## src/rtl/patch_slice_pkg.sv

```systemverilog
package patch_slice_pkg;

    typedef enum logic [2:0] {
        REL_EQ   = 3'd0,
        REL_NE   = 3'd1,
        REL_LT   = 3'd2,
        REL_LE   = 3'd3,
        REL_GT   = 3'd4,
        REL_GE   = 3'd5,
        REL_RSV6 = 3'd6,
        REL_RSV7 = 3'd7
    } rel_e;

    typedef enum logic [1:0] {
        BW_AND = 2'd0,
        BW_OR  = 2'd1,
        BW_XOR = 2'd2,
        BW_RSV = 2'd3
    } bw_e;

    // Selects as they sit at the top of the chain: sub is the highest bit.
    typedef struct packed {
        logic sub;
        rel_e rel;
        bw_e  bw;
        logic trap_en;
    } sel_t;

    localparam int SEL_W = $bits(sel_t);

endpackage

```

## src/rtl/patch_cfg_chain.sv

```systemverilog
module patch_cfg_chain
    import patch_slice_pkg::*;
#(
    parameter int DATA_W = 32
) (
    input  logic              clk,
    input  logic              rst_n,
    input  logic              scan_en,
    input  logic              scan_in,
    output logic              scan_out,
    output sel_t              sel,
    output logic [DATA_W-1:0] k_add,
    output logic [DATA_W-1:0] k_cmp
);
    localparam int CHAIN_W = SEL_W + 2 * DATA_W;

    typedef struct packed {
        logic [CHAIN_W-1:0] bits;
    } chain_t;

    chain_t chain_d, chain_q;

    always_comb begin
        chain_d = chain_q;
        if (scan_en) begin
            chain_d.bits = {chain_q.bits[CHAIN_W-2:0], scan_in};
        end
    end

    always_ff @(posedge clk or negedge rst_n) begin
        if (!rst_n) chain_q <= '0;
        else        chain_q <= chain_d;
    end

    assign scan_out = chain_q.bits[CHAIN_W-1];
    assign sel      = sel_t'(chain_q.bits[CHAIN_W-1 -: SEL_W]);
    assign k_add    = chain_q.bits[2*DATA_W-1 -: DATA_W];
    assign k_cmp    = chain_q.bits[DATA_W-1:0];

    // configuration frozen outside scan
    assert_cfg_hold_R3: assert property (@(posedge clk) disable iff (!rst_n)
        !scan_en |=> $stable(chain_q.bits));

    // one bit enters per scan clock
    assert_shift_in_R2: assert property (@(posedge clk) disable iff (!rst_n)
        scan_en |=> (chain_q.bits[0] == $past(scan_in)));

    // the old second-highest bit reaches scan_out
    assert_shift_out_R2: assert property (@(posedge clk) disable iff (!rst_n)
        scan_en |=> (scan_out == $past(chain_q.bits[CHAIN_W-2])));

endmodule

```

## src/rtl/patch_addsub.sv

```systemverilog
module patch_addsub #(
    parameter int DATA_W = 32
) (
    input  logic [DATA_W-1:0] a,
    input  logic [DATA_W-1:0] k,
    input  logic              sub,
    output logic [DATA_W-1:0] y
);
    logic [DATA_W-1:0] k_inv;
    logic [DATA_W-1:0] cin;

    // one carry chain: subtract is add of the inverted constant plus one
    assign k_inv = k ^ {DATA_W{sub}};
    assign cin   = {{(DATA_W-1){1'b0}}, sub};
    assign y     = a + k_inv + cin;

endmodule

```

## src/rtl/patch_compare.sv

```systemverilog
module patch_compare
    import patch_slice_pkg::*;
#(
    parameter int DATA_W = 32
) (
    input  logic [DATA_W-1:0] a,
    input  logic [DATA_W-1:0] b,
    input  rel_e              rel,
    output logic              hit,
    output logic              bad
);
    logic eq;
    logic lt;

    assign eq = (a == b);
    assign lt = ($signed(a) < $signed(b));

    always_comb begin
        hit = 1'b0;
        bad = 1'b0;
        unique case (rel)
            REL_EQ: hit = eq;
            REL_NE: hit = !eq;
            REL_LT: hit = lt;
            REL_LE: hit = lt || eq;
            REL_GT: hit = !(lt || eq);
            REL_GE: hit = !lt;
            default: bad = 1'b1;
        endcase
    end

endmodule

```

## src/rtl/patch_logic.sv

```systemverilog
module patch_logic
    import patch_slice_pkg::*;
#(
    parameter int DATA_W = 32
) (
    input  logic [DATA_W-1:0] a,
    input  logic [DATA_W-1:0] b,
    input  bw_e               op,
    output logic [DATA_W-1:0] y,
    output logic              bad
);
    assign bad = (op == BW_RSV);

    for (genvar i = 0; i < DATA_W; i++) begin : g_bit
        assign y[i] = (op == BW_AND) ? (a[i] & b[i]) :
                      (op == BW_OR)  ? (a[i] | b[i]) :
                      (op == BW_XOR) ? (a[i] ^ b[i]) : 1'b0;
    end

endmodule

```

## src/rtl/patch_slice.sv

```systemverilog
module patch_slice
    import patch_slice_pkg::*;
#(
    parameter int DATA_W = 32
) (
    input  logic              clk,
    input  logic              rst_n,
    input  logic              scan_en,
    input  logic              scan_in,
    output logic              scan_out,
    input  logic              in_valid,
    input  logic [DATA_W-1:0] opnd_a,
    input  logic [DATA_W-1:0] opnd_b,
    output logic              out_valid,
    output logic              trap,
    output logic [DATA_W-1:0] res_sum,
    output logic              res_cmp,
    output logic [DATA_W-1:0] res_logic
);
    typedef struct packed {
        logic              vld;
        logic              trap;
        logic [DATA_W-1:0] sum;
        logic              hit;
        logic [DATA_W-1:0] lg;
    } stage_t;

    sel_t              sel;
    logic [DATA_W-1:0] k_add;
    logic [DATA_W-1:0] k_cmp;
    logic [DATA_W-1:0] sum_w;
    logic [DATA_W-1:0] lg_w;
    logic              hit_w;
    logic              cmp_bad;
    logic              lg_bad;
    logic              fire;
    logic              no_fit;

    stage_t st_d, st_q;

    patch_cfg_chain #(.DATA_W(DATA_W)) u_chain (
        .clk      (clk),
        .rst_n    (rst_n),
        .scan_en  (scan_en),
        .scan_in  (scan_in),
        .scan_out (scan_out),
        .sel      (sel),
        .k_add    (k_add),
        .k_cmp    (k_cmp)
    );

    patch_addsub #(.DATA_W(DATA_W)) u_addsub (
        .a   (opnd_a),
        .k   (k_add),
        .sub (sel.sub),
        .y   (sum_w)
    );

    patch_compare #(.DATA_W(DATA_W)) u_cmp (
        .a   (opnd_a),
        .b   (k_cmp),
        .rel (sel.rel),
        .hit (hit_w),
        .bad (cmp_bad)
    );

    patch_logic #(.DATA_W(DATA_W)) u_logic (
        .a   (opnd_a),
        .b   (opnd_b),
        .op  (sel.bw),
        .y   (lg_w),
        .bad (lg_bad)
    );

    assign fire   = in_valid && !scan_en;
    assign no_fit = cmp_bad || lg_bad || sel.trap_en;

    always_comb begin
        st_d      = st_q;
        st_d.vld  = fire && !no_fit;
        st_d.trap = fire && no_fit;
        if (fire && !no_fit) begin
            st_d.sum = sum_w;
            st_d.hit = hit_w;
            st_d.lg  = lg_w;
        end
    end

    always_ff @(posedge clk or negedge rst_n) begin
        if (!rst_n) st_q <= '0;
        else        st_q <= st_d;
    end

    assign out_valid = st_q.vld;
    assign trap      = st_q.trap;
    assign res_sum   = st_q.sum;
    assign res_cmp   = st_q.hit;
    assign res_logic = st_q.lg;

    // a scan cycle yields neither result nor trap
    assert_scan_mutes_R7: assert property (@(posedge clk) disable iff (!rst_n)
        scan_en |=> (!out_valid && !trap));

    // trap and valid exclusive
    assert_trap_excl_R8: assert property (@(posedge clk) disable iff (!rst_n)
        !(out_valid && trap));

    // unsupported patch traps on the next accepted operation
    assert_trap_raise_R8: assert property (@(posedge clk) disable iff (!rst_n)
        (in_valid && !scan_en && (sel.rel > REL_GE || sel.bw == BW_RSV || sel.trap_en))
        |=> (trap && !out_valid));

    // results hold when nothing is accepted
    assert_hold_R9: assert property (@(posedge clk) disable iff (!rst_n)
        (!in_valid || scan_en) |=> ($stable(res_sum) && $stable(res_cmp) && $stable(res_logic)));

    // a result always comes from an operand cycle
    assert_valid_src_R4: assert property (@(posedge clk) disable iff (!rst_n)
        out_valid |-> $past(in_valid));

endmodule

```

## config.mk

```make
export PLATFORM = sky130hd
export DESIGN_NAME = patch_slice
export DESIGN_NICKNAME = d
export VERILOG_FILES = /design/src/rtl/patch_slice_pkg.sv /design/src/rtl/patch_cfg_chain.sv /design/src/rtl/patch_addsub.sv /design/src/rtl/patch_compare.sv /design/src/rtl/patch_logic.sv /design/src/rtl/patch_slice.sv
export SDC_FILE = /design/constraint.sdc
export NUM_CORES = 1
export LEC_CHECK = 0
export ABC_AREA = 1
export BUFFER_PORTS_ARGS = -buffer_cell sky130_fd_sc_hd__buf_2
export CORE_MARGIN = 4
export CORE_UTILIZATION = 55
export CTS_CLUSTER_DIAMETER = 50
export DETAILED_ROUTE_END_ITERATION = 8
export GPL_TIMING_DRIVEN = 0
export PLACE_DENSITY = 0.84
export REMOVE_ABC_BUFFERS = 1
export SYNTH_ARGS = -nofsm -noshare
export SYNTH_HDL_FRONTEND = slang
export SYNTH_SLANG_ARGS = --single-unit
```

## constraint.sdc

```tcl
create_clock -name clk -period 4.35 [get_ports clk]
set_input_delay 0.435 -clock clk [delete_from_list [all_inputs] [get_ports clk]]
set_output_delay 0.435 -clock clk [all_outputs]
set_load 0.01 [all_outputs]
```

# After elaboration in Yosys (flattened, before gate mapping)
# Cells that the tools add are included.
# totals
ff_bits,138
input_bits,69
output_inout_bits,68
elab_cells,227
# op_classes
n_addsub,2
reduce_logical,14
bitwise_logic,97
n_eq_ne,9
n_mux,98
magnitude_cmp,1
# ops
cell,n
1-bit 2-to-1 mux,97
32-bit by 1-bit adder with 32-bit output,1
32-bit adder,1
1-bit AND,32
32-bit == test,1
32-bit < comparator,1
1-bit OR,32
1-bit bitwise XOR,32
32-bit bitwise XOR,1
3-bit by 2-bit == test with 1-bit output (second input constant),2
3-bit == test (second input constant),2
1-bit one-hot mux with 6 select lines,1
6-bit OR reduction,1
1-bit zero test,5
2-bit == test (second input constant),2
3-bit by 1-bit == test with 1-bit output (second input constant),1
1-bit logical AND,3
3-bit zero test,1
1-bit logical OR,3
2-bit by 1-bit == test with 1-bit output (second input constant),1
2-bit zero test,1

# Longest topological paths before layout
# Gate-level depths: netlist of run 1.
# logic_depth
depth_word,7
mapped_depth,18
ltp_nobuf,18

# By module
# From an unflattened synthesis of run 1, not the netlist that was laid out.
# unflattened
hier_cells,1534
area_unflattened_um2,11053.1
# modules_own_cells
module,area_per_inst_um2,seq_area_each_um2,n_inst,cells_each
patch_slice,2795.2,1676.6,1,298
patch_cfg_chain,2735.1,1776.7,1,301
patch_addsub,2607.5,0.0,1,480
patch_logic,1898.1,0.0,1,278
patch_compare,1017.2,0.0,1,177

# Worst setup path before layout of run 1
# No wires, ideal clock.
# synth_path
path_kind,register to register
from,register u_chain.chain_q[70] (netlist name)
to,"register st_q, in the netlist res_sum[22]"
t_arrival_ns,2.364
setup_time_ns,0.118
path_stages_with_launch,16
slack_ns,1.868
path_buffers,2
required_time_ns,4.232
synth_period_minus_slack_ns,2.482
path_cell_list,dfrtp_1 > buf_4 > buf_2 > xor2_1 > fa_1 > nand3_1 > nand2_1 > a21oi_2 > inv_1 > nand2_1 > nand2_2 > nand2_1 > a22oi_1 > or2_1 > nand3_1 > nand2_1
# synth_between
elab_chain_cells,3
# synth_lines
item,line_no,source
start: declaration,patch_cfg_chain.sv:21,"chain_t chain_d, chain_q;"
start signal: assignment,patch_cfg_chain.sv:32,else chain_q <= chain_d;
32-bit bitwise XOR,patch_addsub.sv:13,assign k_inv = k ^ {DATA_W{sub}};
32-bit adder,patch_addsub.sv:15,assign y = a + k_inv + cin;
32-bit by 1-bit adder with 32-bit output *,patch_addsub.sv:15,
end signal: assignment,patch_slice.sv:91,else st_q <= st_d;
end: declaration,patch_slice.sv:39,"stage_t st_d, st_q;"
# Every way passes the cells marked *; elsewhere a longest branch is shown, timed or not.
# A chain may end at the register's enable or synchronous reset.

# Worst setup path in the final report of run 1
# layout_path
from,input scan_en
to,"register st_q, in the netlist res_sum[13]"
# layout_between
elab_chain_cells,3
# layout_lines
item,line_no,source
start: declaration,patch_slice.sv:8,"input logic scan_en,"
1-bit zero test,patch_slice.sv:75,assign fire = in_valid && !scan_en;
1-bit logical AND,patch_slice.sv:75,
1-bit logical AND,patch_slice.sv:82,if (fire && !no_fit) begin
# No other way between the ends.

==> metrics.md, run 1 <==
| Metric | Value |
|---|---|
| Fraction of layout cells with a size suffix above 1 | `0.146` |
| CTS tree | `built` |
| DR WL met2 | `around 11000 um` |
| Num CTS Buffers | `17` |
| Multi-input logic area | `5330 um2` |
| Post-detail-place hpwl | `approximately 17000 um` |
| Initial Util | `0.558` |
| CP startpoint kind | `input port` |
| Die height | `between 100 and 150 um` |
| Final instance area | `approximately 11000 um2` |
| PostCTS Resize Cnt | `0` |
| Post-synthesis sequential area ratio | `0.359` |
| TritonRoute pass-1 iters | `5` |
| Max cap viols | `0` |
| Reg area | `approximately 3500 um2` |
| Largest family of logic cells by synthesized area | `simple AND/OR/NAND/NOR gates` |
| Gate count of the mapped netlist | `1235` |
| Top Ports | `between 100 and 150` |
| Setup Fix Bufs, Post-CTS | `0` |
| Core footprint | `roughly 17000 um2` |
| N_diodes | `0` |
| # nets final | `1546` |
| Fillcell total | `approximately 1400` |
| Slew @ Worst Pin | `roughly 1.3 ns` |
| Syn Area/Cell | `approximately 7.8 um2` |
| Reg2reg path depth | `15` |
| Clock Path Buffers | `2` |
| Initial antenna violation count | `0` |
| Status | `finished clean` |
| Overall Global Routing Usage | `0.255` |
| Async SR Flop Fraction | `1.00` |
| Xor and xnor area share after synthesis | `0.0419` |
| R2R Path Start | `u_chain.chain_q[70]$_DFFE_PN0P_` |
| Clock Skew | `0.00851 ns` |
| Pwr/cell area | `527 nW/um2` |
| CTS Hold Bufs | `0` |
| M1 WL | `approximately 11000 um` |
| Critical Path AT | `approximately 4.2 ns` |
| Critical path class | `in -> reg` |
| CP Cell Sequence | `buf_4, inv_1, nand2_1, nor2_2, inv_4, buf_16, a21oi_1, o21ai_0, nand2_1` |
| Netlist Area Pre-Place | `~9600 um2` |
| Final setup viols | `0` |
| Fin. Hold Viols | `0` |
| Post-DP Area | `10500 um2` |
| Post-synthesis compound-gate area fraction | `0.162` |
| H-tree depth | `4` |
| Die area | `19700 um2` |
| Pins over their slew limit | `0` |
| First-pass GRT wire length | `around 41000 um` |
| Clock slew at reported path FFs | `around 0.06 ns` |
| Type of the worst min-delay path | `in -> async` |
| Root Driver | `clkbuf_16` |
| Worst skew pair latency | `roughly 0.43 ns` |
| Post-synthesis simple-gate area fraction | `0.183` |
| Port bufs | `136` |
| VDD IR max | `about 0.00033 V` |
| Worst Path Max Fanout | `between 100 and 150` |
| DR WL met3 | `between 1000 and 1500 um` |
| RSZ-0062 raised after global routing | `no` |
| Min Tclk post-route | `roughly 3.8 ns` |
| Vias in the first global route | `about 8500` |
| Netlist cell types | `40` |
| Cell Rows | `between 40 and 50` |
| Post-synth top flop | `dfrtp_1` |
| Final period utilization | `0.873` |
| FF+latch count, synth | `roughly 140` |
| Critical Path RT | `roughly 4.7 ns` |
| Adder-Cell Fraction of Synth Area | `0.166` |
| Die Wd | `140 um` |
| Power Total | `about 6 mW` |
| Critical Path End Type | `flop` |
| Routed via count | `roughly 8600` |
| Vias/cell | `between 5 and 6` |
| Number of flops mapped to enable cells by yosys | `0` |
| Max stage delay cell, worst path | `nor2_2` |
| Most common cell on crit path | `nand2_1` |
| Area Overhead vs Synth | `15.9%` |
| Clk sinks | `between 100 and 150` |
| CP startpoint | `scan_en` |
| Maximum clock frequency | `263 MHz` |
| Mux cell area share after synthesis | `0` |
| Antenna viol nets, final | `0` |
| DR iter-0 viols | `629` |
| Setup Total Neg Slack | `0 ns` |
| Worst slew margin | `0.153` |
| Static Leak | `about 6 nW` |
| Post-DR wirelength/cell | `about 15 um` |
| Syn. warnings | `0` |
| Grt total ovfl | `0` |
| Residual DRC | `0` |
| Max incr delay on CP | `around 1.0 ns` |
| GP Congestion | `~0.87` |
| Largest net degree at the start of global routing | `between 100 and 150` |
| Top layer reached by signal wires | `met4` |
| Drt total wl | `between 20000 and 25000 um` |
[path summary, 6_finish.rpt]
check / end / slack, ns
worst min-delay path: res_logic[2]$_DFFE_PN0P_ / 0.05
worst max register to register: res_sum[24]$_DFFE_PN0P_ / 1.24
worst min register to register: res_sum[22]$_DFFE_PN0P_ / 0.47
max in group asynchronous: res_sum[21]$_DFFE_PN0P_ / 3.57
worst max-delay path: res_sum[13]$_DFFE_PN0P_ / 0.55
min in group clk: u_chain.chain_q[0]$_DFFE_PN0P_ / 0.21
[cell usage after synthesis (10+ instances only)]
cell | number | share of area
inv_1 | 165 | 0.064
dfrtp_1 | 138 | 0.36
ha_1 | 126 | 0.16
nand2_1 | 289 | 0.11
o21ai_0 | 128 | 0.067
clkbuf_1 | 30 | 0.012
a221oi_1 | 17 | 0.015
a21oi_1 | 65 | 0.034
buf_2 | 10 | 0.0052
o21ai_1 | 26 | 0.014
xnor2_1 | 13 | 0.012
nor2_1 | 74 | 0.029
inv_2 | 12 | 0.0047
nand3_1 | 37 | 0.019
xor2_1 | 33 | 0.030
[through the flow]
stage               setup slack [ns]  utilization  hold WS (ns)  cells
global route                  0.0998        0.646         0.129   1588
detailed placement             0.184        0.608         0.463   1556
floorplan                       1.30            -         0.139   1193
global placement              -0.587        0.603         0.457   1554
CTS                            0.647        0.646         0.104   1588
finish                         0.554        0.646        0.0452   1588
[cell usage in the layout (no fill, tap or decap), types with 13 or more instances in the layout]
cell type  count
nand2_1      289
inv_1        165
dfrtp_1      137
buf_2        134
o21ai_0      128
ha_1         126
nor2_1        72
a21oi_1       65
nand3_1       37
xor2_1        33
o21ai_1       26
a221oi_1      17
clkbuf_16     17
xnor2_1       13
[cell families (layout without fill, tap and decap cells)]
kind of cell,Yosys count,count (layout)
AOI/OAI and AO/OA,273,273
xor gates and xnor gates,46,46
adders and majority gates,127,127
buffers and inverters,219,347
DFF,138,138
and+or+nand+nor,432,432
[flip-flops by register name, indices dropped and copies added (netlist names)]
register and cells:
u_chain.chain_q 71, res_logic 32, res_sum 32, out_valid 1, res_cmp 1, trap 1
[report_power, final]
group	switching [mW]	internal, mW	total (mW)
combinational	1.47	0.898	2.37
clock	0.569	1.06	1.63
sequential	0.230	1.64	1.87
total	2.27	3.60	5.87
[metal layers]
| layer | track usage | up-vias |
|---|---|---|
| met1 | 0.341 | 4021 |
| met4 | 0.0780 | 0 |
| li1 | - | 4248 |
| met3 | 0.0464 | 46 |
| met5 | 0 | - |
| met2 | 0.424 | 265 |
[critical path: cells and delay by family]
family	cells	cell delay, ns
compound gates	2	0.27
simple gates	3	1.22
buf+inv	4	2.08
[final cells by class]
class	count	area share
Multi-Input combinational cell	878	0.478
Sequential cell	138	0.310
Timing Repair Buffer	138	0.0668
Inverter	177	0.0599
Clock buffer	21	0.0422
Tap cell	225	0.0253
Clock inverter	11	0.0172
Power figures use the tool's default switching activity.
==> inputs of run 2 (changes only) <==
--- a/config.mk
+++ b/config.mk
@@ -8,11 +8,13 @@
 export ABC_AREA = 1
 export BUFFER_PORTS_ARGS = -buffer_cell sky130_fd_sc_hd__buf_2
 export CORE_MARGIN = 4
-export CORE_UTILIZATION = 55
+export CORE_UTILIZATION = 45
 export CTS_CLUSTER_DIAMETER = 50
 export DETAILED_ROUTE_END_ITERATION = 8
 export GPL_TIMING_DRIVEN = 0
-export PLACE_DENSITY = 0.84
+export MAX_ROUTING_LAYER = met4
+export PLACE_DENSITY = 0.72
+export RECOVER_POWER = 25
 export REMOVE_ABC_BUFFERS = 1
 export SYNTH_ARGS = -nofsm -noshare
 export SYNTH_HDL_FRONTEND = slang
==> metrics.md, run 2 (synthesis results as in run 1) <==
| Metric | Value |
|---|---|
| Post-DP Area | `around 11000 um2` |
| Clk sinks | `between 100 and 150` |
| Type of the worst min-delay path | `in -> reg` |
| Core footprint | `approximately 21000 um2` |
| Final Core Density | `0.532` |
| Power Total | `5.75 mW` |
| Initial Util | `0.457` |
| Final setup viols | `0` |
| Worst Path Max Fanout | `between 100 and 150` |
| Bufs and invs on worst path | `4` |
| Setup Total Neg Slack | `0 ns` |
| Critical Path RT | `4.67 ns` |
| Fin. Hold Viols | `0` |
| Grt total ovfl | `0` |
| H-tree depth | `4` |
| Area Overhead vs Synth | `16.3%` |
| Vias/cell | `5.09` |
| Antenna viol nets, final | `0` |
| Max stage delay cell, worst path | `nor2_2` |
| TritonRoute pass-1 iters | `5` |
| Die area | `23800 um2` |
| Post-DR wirelength/cell | `approximately 15 um` |
| Vias in the first global route | `8324` |
| Routed via count | `around 8300` |
| Max reg flops | `71` |
| Failing checks | `capacitance limit, slew limit` |
| Final instance area | `between 10000 and 15000 um2` |
| Critical Path End Type | `flop` |
| Clock Skew | `roughly 0.0084 ns` |
| Drt total wl | `~24000 um` |
| Top Ports | `between 100 and 150` |
| Worst skew pair latency | `0.43 ns` |
| # nets final | `around 1500` |
| RSZ-0062 raised after global routing | `no` |
| CP Cell Sequence | `buf_4, inv_1, nand2_1, nor2_2, inv_4, buf_16, nor2_1, nand2_1, nor2_1, a21oi_1` |
| Overall Global Routing Usage | `0.216` |
| First-pass GRT wire length | `about 40000 um` |
| Cell family with most CP delay | `buffers and inverters` |
| Fraction of layout cells with a size suffix above 1 | `0.145` |
| Initial antenna violation count | `0` |
| Most frequent cells in the layout | `nand2_1, inv_1, dfrtp_1` |
| Post-detail-place hpwl | `approximately 18000 um` |
| Critical Path AT | `slightly above 4 ns` |
| Num CTS Buffers | `17` |
| Cell Rows | `53` |
| Port bufs | `around 140` |
| Max cap viols | `1` |
| Root Driver | `clkbuf_16` |
| Clock slew at reported path FFs | `0.06 ns` |
| Most common cell after layout, fill and taps aside | `nand2_1` |
| Pwr/cell area | `515 nW/um2` |
| Worst setup slack after placement | `between 0.08 and 0.09 ns` |
| Static Leak | `roughly 6 nW` |
| N_diodes | `0` |
| Largest net degree at the start of global routing | `roughly 110` |
| PostCTS Resize Cnt | `0` |
| Slew @ Worst Pin | `between 2 and 3 ns` |
| Clock Path Buffers | `2` |
| VDD IR max | `roughly 0.0003 V` |
| R2R Setup Slk | `1.30 ns` |
| CTS tree | `built` |
| Fin worst setup slack | `0.631 ns` |
| Min Tclk post-route | `roughly 3.7 ns` |
| Status | `finished, violations left` |
| Critical path class | `in -> reg` |
| Max incr delay on CP | `a little under 1 ns` |
| CP startpoint kind | `input port` |
| Maximum clock frequency | `about 270 MHz` |
| Pins over their slew limit | `60` |
| Biggest register | `u_chain.chain_q` |
| Die Wd | `between 150 and 200 um` |
| DR iter-0 viols | `between 500 and 600` |
| GP Congestion | `between 0.9 and 1` |
| Worst slew margin | `-0.921` |
| Die height | `154 um` |
| Final period utilization | `0.855` |
| Residual DRC | `0` |
==> run 2: cell types whose count changed in the layout (fill, tap and decap cells not counted) <==
cell,delta
bufinv_16,-2
buf_6,-1
clkbuf_8,+1
clkdlybuf4s25_1,+1
clkinv_4,+1
dlygate4sd3_1,+1
==> run 2: per-layer routing <==
metal  GRT usage  share of wire  vias to the layer above
met4      0.0555          0.012                        0
met1       0.287           0.48                     3900
met3      0.0366          0.045                       26
met2       0.345           0.47                      175
met5           -              0                        -
li1            -              -                     4247
==> run 2: per-stage QoR <==
step | instances | hold slack [ns]
after global routing | 1639 | 0.219
final | 1639 | 0.208
after global placement | 1604 | 0.455
after detailed placement | 1606 | 0.453
after floorplan | 1193 | 0.139
after CTS | 1639 | 0.190
==> run 2: worst paths after layout <==
check	from	endpoint	depth (start not counted)
min in group asynchronous	rst_n	out_valid$_DFF_PN0_	2
max	scan_en	res_cmp$_DFFE_PN0P_	10
max reg2reg	u_chain.chain_q[70]$_DFFE_PN0P_	res_sum[24]$_DFFE_PN0P_	15
max in group asynchronous	rst_n	u_chain.chain_q[4]$_DFFE_PN0P_	2
min reg2reg	u_chain.chain_q[23]$_DFFE_PN0P_	u_chain.chain_q[24]$_DFFE_PN0P_	2
min	scan_in	u_chain.chain_q[0]$_DFFE_PN0P_	3
==> run 2: power breakdown <==
group	switching (mW)	internal (mW)
clock network	0.578	0.962
logic	1.45	0.898
registers	0.224	1.64
==> run 2: area by class of cell <==
| type | count | area (um2) |
|---|---|---|
| fillers | 2036 | 9850 |
| multi-input cells | 878 | 5330 |
| flip-flops and latches | 138 | 3450 |
| repair buffers | 139 | 753 |
| inverters | 177 | 667 |
| clock buffers | 22 | 484 |
| well taps | 275 | 344 |
| clock inverters | 10 | 140 |
==> run 2: repair_timing <==
item,4_1_cts,5_1_grt
buffers inserted,0,0
hold endpoints to repair,3,0
hold buffers,1,0
setup endpoints to repair,0,0
==> run 2: worst register-to-register path: stages (launching register included) <==
cell	delay [ns]
dfrtp_2	0.95
xor2_1	0.24
fa_1	0.48
nand3_1	0.10
nand2_1	0.12
nand3_1	0.12
nand3_2	0.11
a21oi_2	0.31
inv_2	0.06
nand2_1	0.06
nand2_1	0.07
nand2_1	0.09
nand2_1	0.06
nand2_1	0.06
nand3_1	0.07
nand2_1	0.09
==> inputs of run 3 (changes only) <==
--- a/config.mk
+++ b/config.mk
@@ -7,7 +7,6 @@
 export LEC_CHECK = 0
 export ABC_AREA = 1
 export BUFFER_PORTS_ARGS = -buffer_cell sky130_fd_sc_hd__buf_2
-export CORE_MARGIN = 4
 export CORE_UTILIZATION = 45
 export CTS_CLUSTER_DIAMETER = 50
 export DETAILED_ROUTE_END_ITERATION = 8
==> metrics.md, run 3 (synthesis results as in run 1) <==
| Metric | Value |
|---|---|
| R2R Path End | `res_sum[24]$_DFFE_PN0P_` |
| Biggest register | `u_chain.chain_q` |
| Maximum clock frequency | `around 270 MHz` |
| Final instance area | `around 11000 um2` |
| PostCTS Resize Cnt | `0` |
| Post-DR wirelength/cell | `about 14 um` |
| Initial Util | `0.459` |
| Worst Path Max Fanout | `roughly 110` |
| Min Tclk post-route | `about 3.7 ns` |
| Clk sinks | `138` |
| Critical Path RT | `approximately 4.7 ns` |
| Fin. Hold Viols | `0` |
| Final setup viols | `0` |
| Top Ports | `~140` |
| Reg2reg path depth | `15` |
| Critical path class | `in -> reg` |
| Worst setup slack after placement | `0.153 ns` |
| Largest net degree at the start of global routing | `approximately 110` |
| Port bufs | `136` |
| Max cap viols | `1` |
| GP Congestion | `between 0.9 and 1` |
| CP startpoint | `scan_en` |
| Most common cell after layout, fill and taps aside | `nand2_1` |
| Critical Path AT | `around 4.0 ns` |
| Critical Path End Type | `flop` |
| RSZ-0062 raised after global routing | `no` |
| Post-DP Area | `~11000 um2` |
| Area Overhead vs Synth | `16.0%` |
| Drt total wl | `between 20000 and 25000 um` |
| # nets final | `1547` |
| Fillcell total | `between 2000 and 2500` |
| R2R Setup Slk | `between 1 and 1.5 ns` |
| Grt total ovfl | `0` |
| Vias in the first global route | `just over 8000` |
| Cell Rows | `between 50 and 60` |
| Clock Skew | `between 0.01 and 0.015 ns` |
| H-tree depth | `4` |
| VDD IR max | `0.000326 V` |
| Overall Global Routing Usage | `0.236` |
| Clock slew at reported path FFs | `0.06 ns` |
| Fraction of layout cells with a size suffix above 1 | `0.144` |
| Core footprint | `around 21000 um2` |
| Crit path to | `res_cmp$_DFFE_PN0P_` |
| Pins over their slew limit | `52` |
| Vias/cell | `between 5 and 6` |
| Die area | `~22000 um2` |
| DR iter-0 viols | `a little over 500` |
| Slew @ Worst Pin | `between 2 and 3 ns` |
| Residual DRC | `0` |
| N_diodes | `0` |
| Final period utilization | `0.854` |
| Type of the worst min-delay path | `in -> reg` |
| Status | `finished, violations left` |
| CP startpoint kind | `input port` |
| Antenna viol nets, final | `0` |
| Max reg flops | `71` |
| First-pass GRT wire length | `39700 um` |
| Clock Path Buffers | `2` |
| TritonRoute pass-1 iters | `5` |
| Failing checks | `capacitance limit, slew limit` |
| Die Wd | `approximately 150 um` |
| Static Leak | `between 5 and 6 nW` |
| Fin worst setup slack | `0.634 ns` |
| Num CTS Buffers | `17` |
| Worst slew margin | `-0.920` |
| CTS tree | `built` |
| Root Driver | `clkbuf_16` |
| R2R Path Start | `u_chain.chain_q[70]$_DFFE_PN0P_` |
| Worst skew pair latency | `0.43 ns` |
| Initial antenna violation count | `0` |
| Post-detail-place hpwl | `17200 um` |
| Routed via count | `8382` |
| Die height | `approximately 150 um` |
| Pwr/cell area | `513 nW/um2` |
| Most frequent cells in the layout | `nand2_1, inv_1, dfrtp_1` |
| Setup Fix Bufs, Post-CTS | `0` |
-- run 3: changes by cell type in the layout (fill, tap and decap cells not counted), sizes merged --
cell | before | now
clkinvlp | 3 | 4
clkinv | 4 | 3
clkdlybuf4s25 | 1 | 0
inv | 177 | 178
-- run 3: area by class of cell --
type,count,area (um2),area share
Clock inverter,11,144,0.0129
Timing Repair Buffer,139,747,0.0670
Multi-Input combinational cell,878,5330,0.478
Clock buffer,21,460,0.0413
Tap cell,275,344,0.0309
Inverter,177,667,0.0598
Sequential cell,138,3450,0.310
-- run 3: repair_timing --
item	CTS	global route
hold buffers	1	0
hold endpoints to repair	51	0
setup endpoints to repair	0	0
-- run 3: report_power, final --
group          total [mW]  internal (mW)  switching, mW
combinational        2.34          0.897           1.44
sequential           1.87           1.64          0.228
clock                1.52          0.930          0.585
total                5.72           3.47           2.25
-- run 3: worst max-delay path: stages --
cell and delay (ns):
buf_4 0.34, inv_1 0.92, nand2_1 0.14, nor2_2 1.03, inv_4 0.38, buf_16 0.35, nor2_1 0.13, nand2_1 0.06
nor2_1 0.08, a21oi_1 0.07
-- run 3: routing by layer --
| metal | vias to the layer above | share of wire | global-route usage |
|---|---|---|---|
| li1 | 4255 | - | - |
| met1 | 3926 | 0.49 | 0.308 |
| met2 | 175 | 0.46 | 0.377 |
| met3 | 26 | 0.042 | 0.0426 |
| met4 | 0 | 0.013 | 0.0644 |
| met5 | - | 0 | - |
-- run 3: worst min-delay path by stage --
| stage | start | end | slack [ns] | cells after the start |
|---|---|---|---|---|
| 2_1_floorplan | rst_n | out_valid$_DFF_PN0_ | 0.14 | 0 |
| 3_3_place_gp | u_chain.chain_q[2]$_DFFE_PN0P_ | u_chain.chain_q[3]$_DFFE_PN0P_ | 0.45 | 2 |
| 3_5_place_dp | rst_n | out_valid$_DFF_PN0_ | 0.42 | 1 |
| 4_1_cts | scan_in | u_chain.chain_q[0]$_DFFE_PN0P_ | 0.19 | 3 |
| 5_1_grt | scan_in | u_chain.chain_q[0]$_DFFE_PN0P_ | 0.21 | 3 |
| 6_report | scan_in | u_chain.chain_q[0]$_DFFE_PN0P_ | 0.21 | 3 |
-- run 3: per-stage QoR --
step / power [mW] / hold WS [ns] / util / instances / TNS, ns
5_1_grt: 6.19 / 0.208 / 0.532 / 1639 / 0
6_report: 5.72 / 0.207 / 0.532 / 1639 / 0
2_1_floorplan: 3.41 / 0.139 / - / 1193 / 0
3_3_place_gp: 4.16 / 0.455 / 0.499 / 1604 / -34.86
4_1_cts: 5.77 / 0.190 / 0.532 / 1639 / 0
3_5_place_dp: 4.22 / 0.415 / 0.503 / 1606 / 0
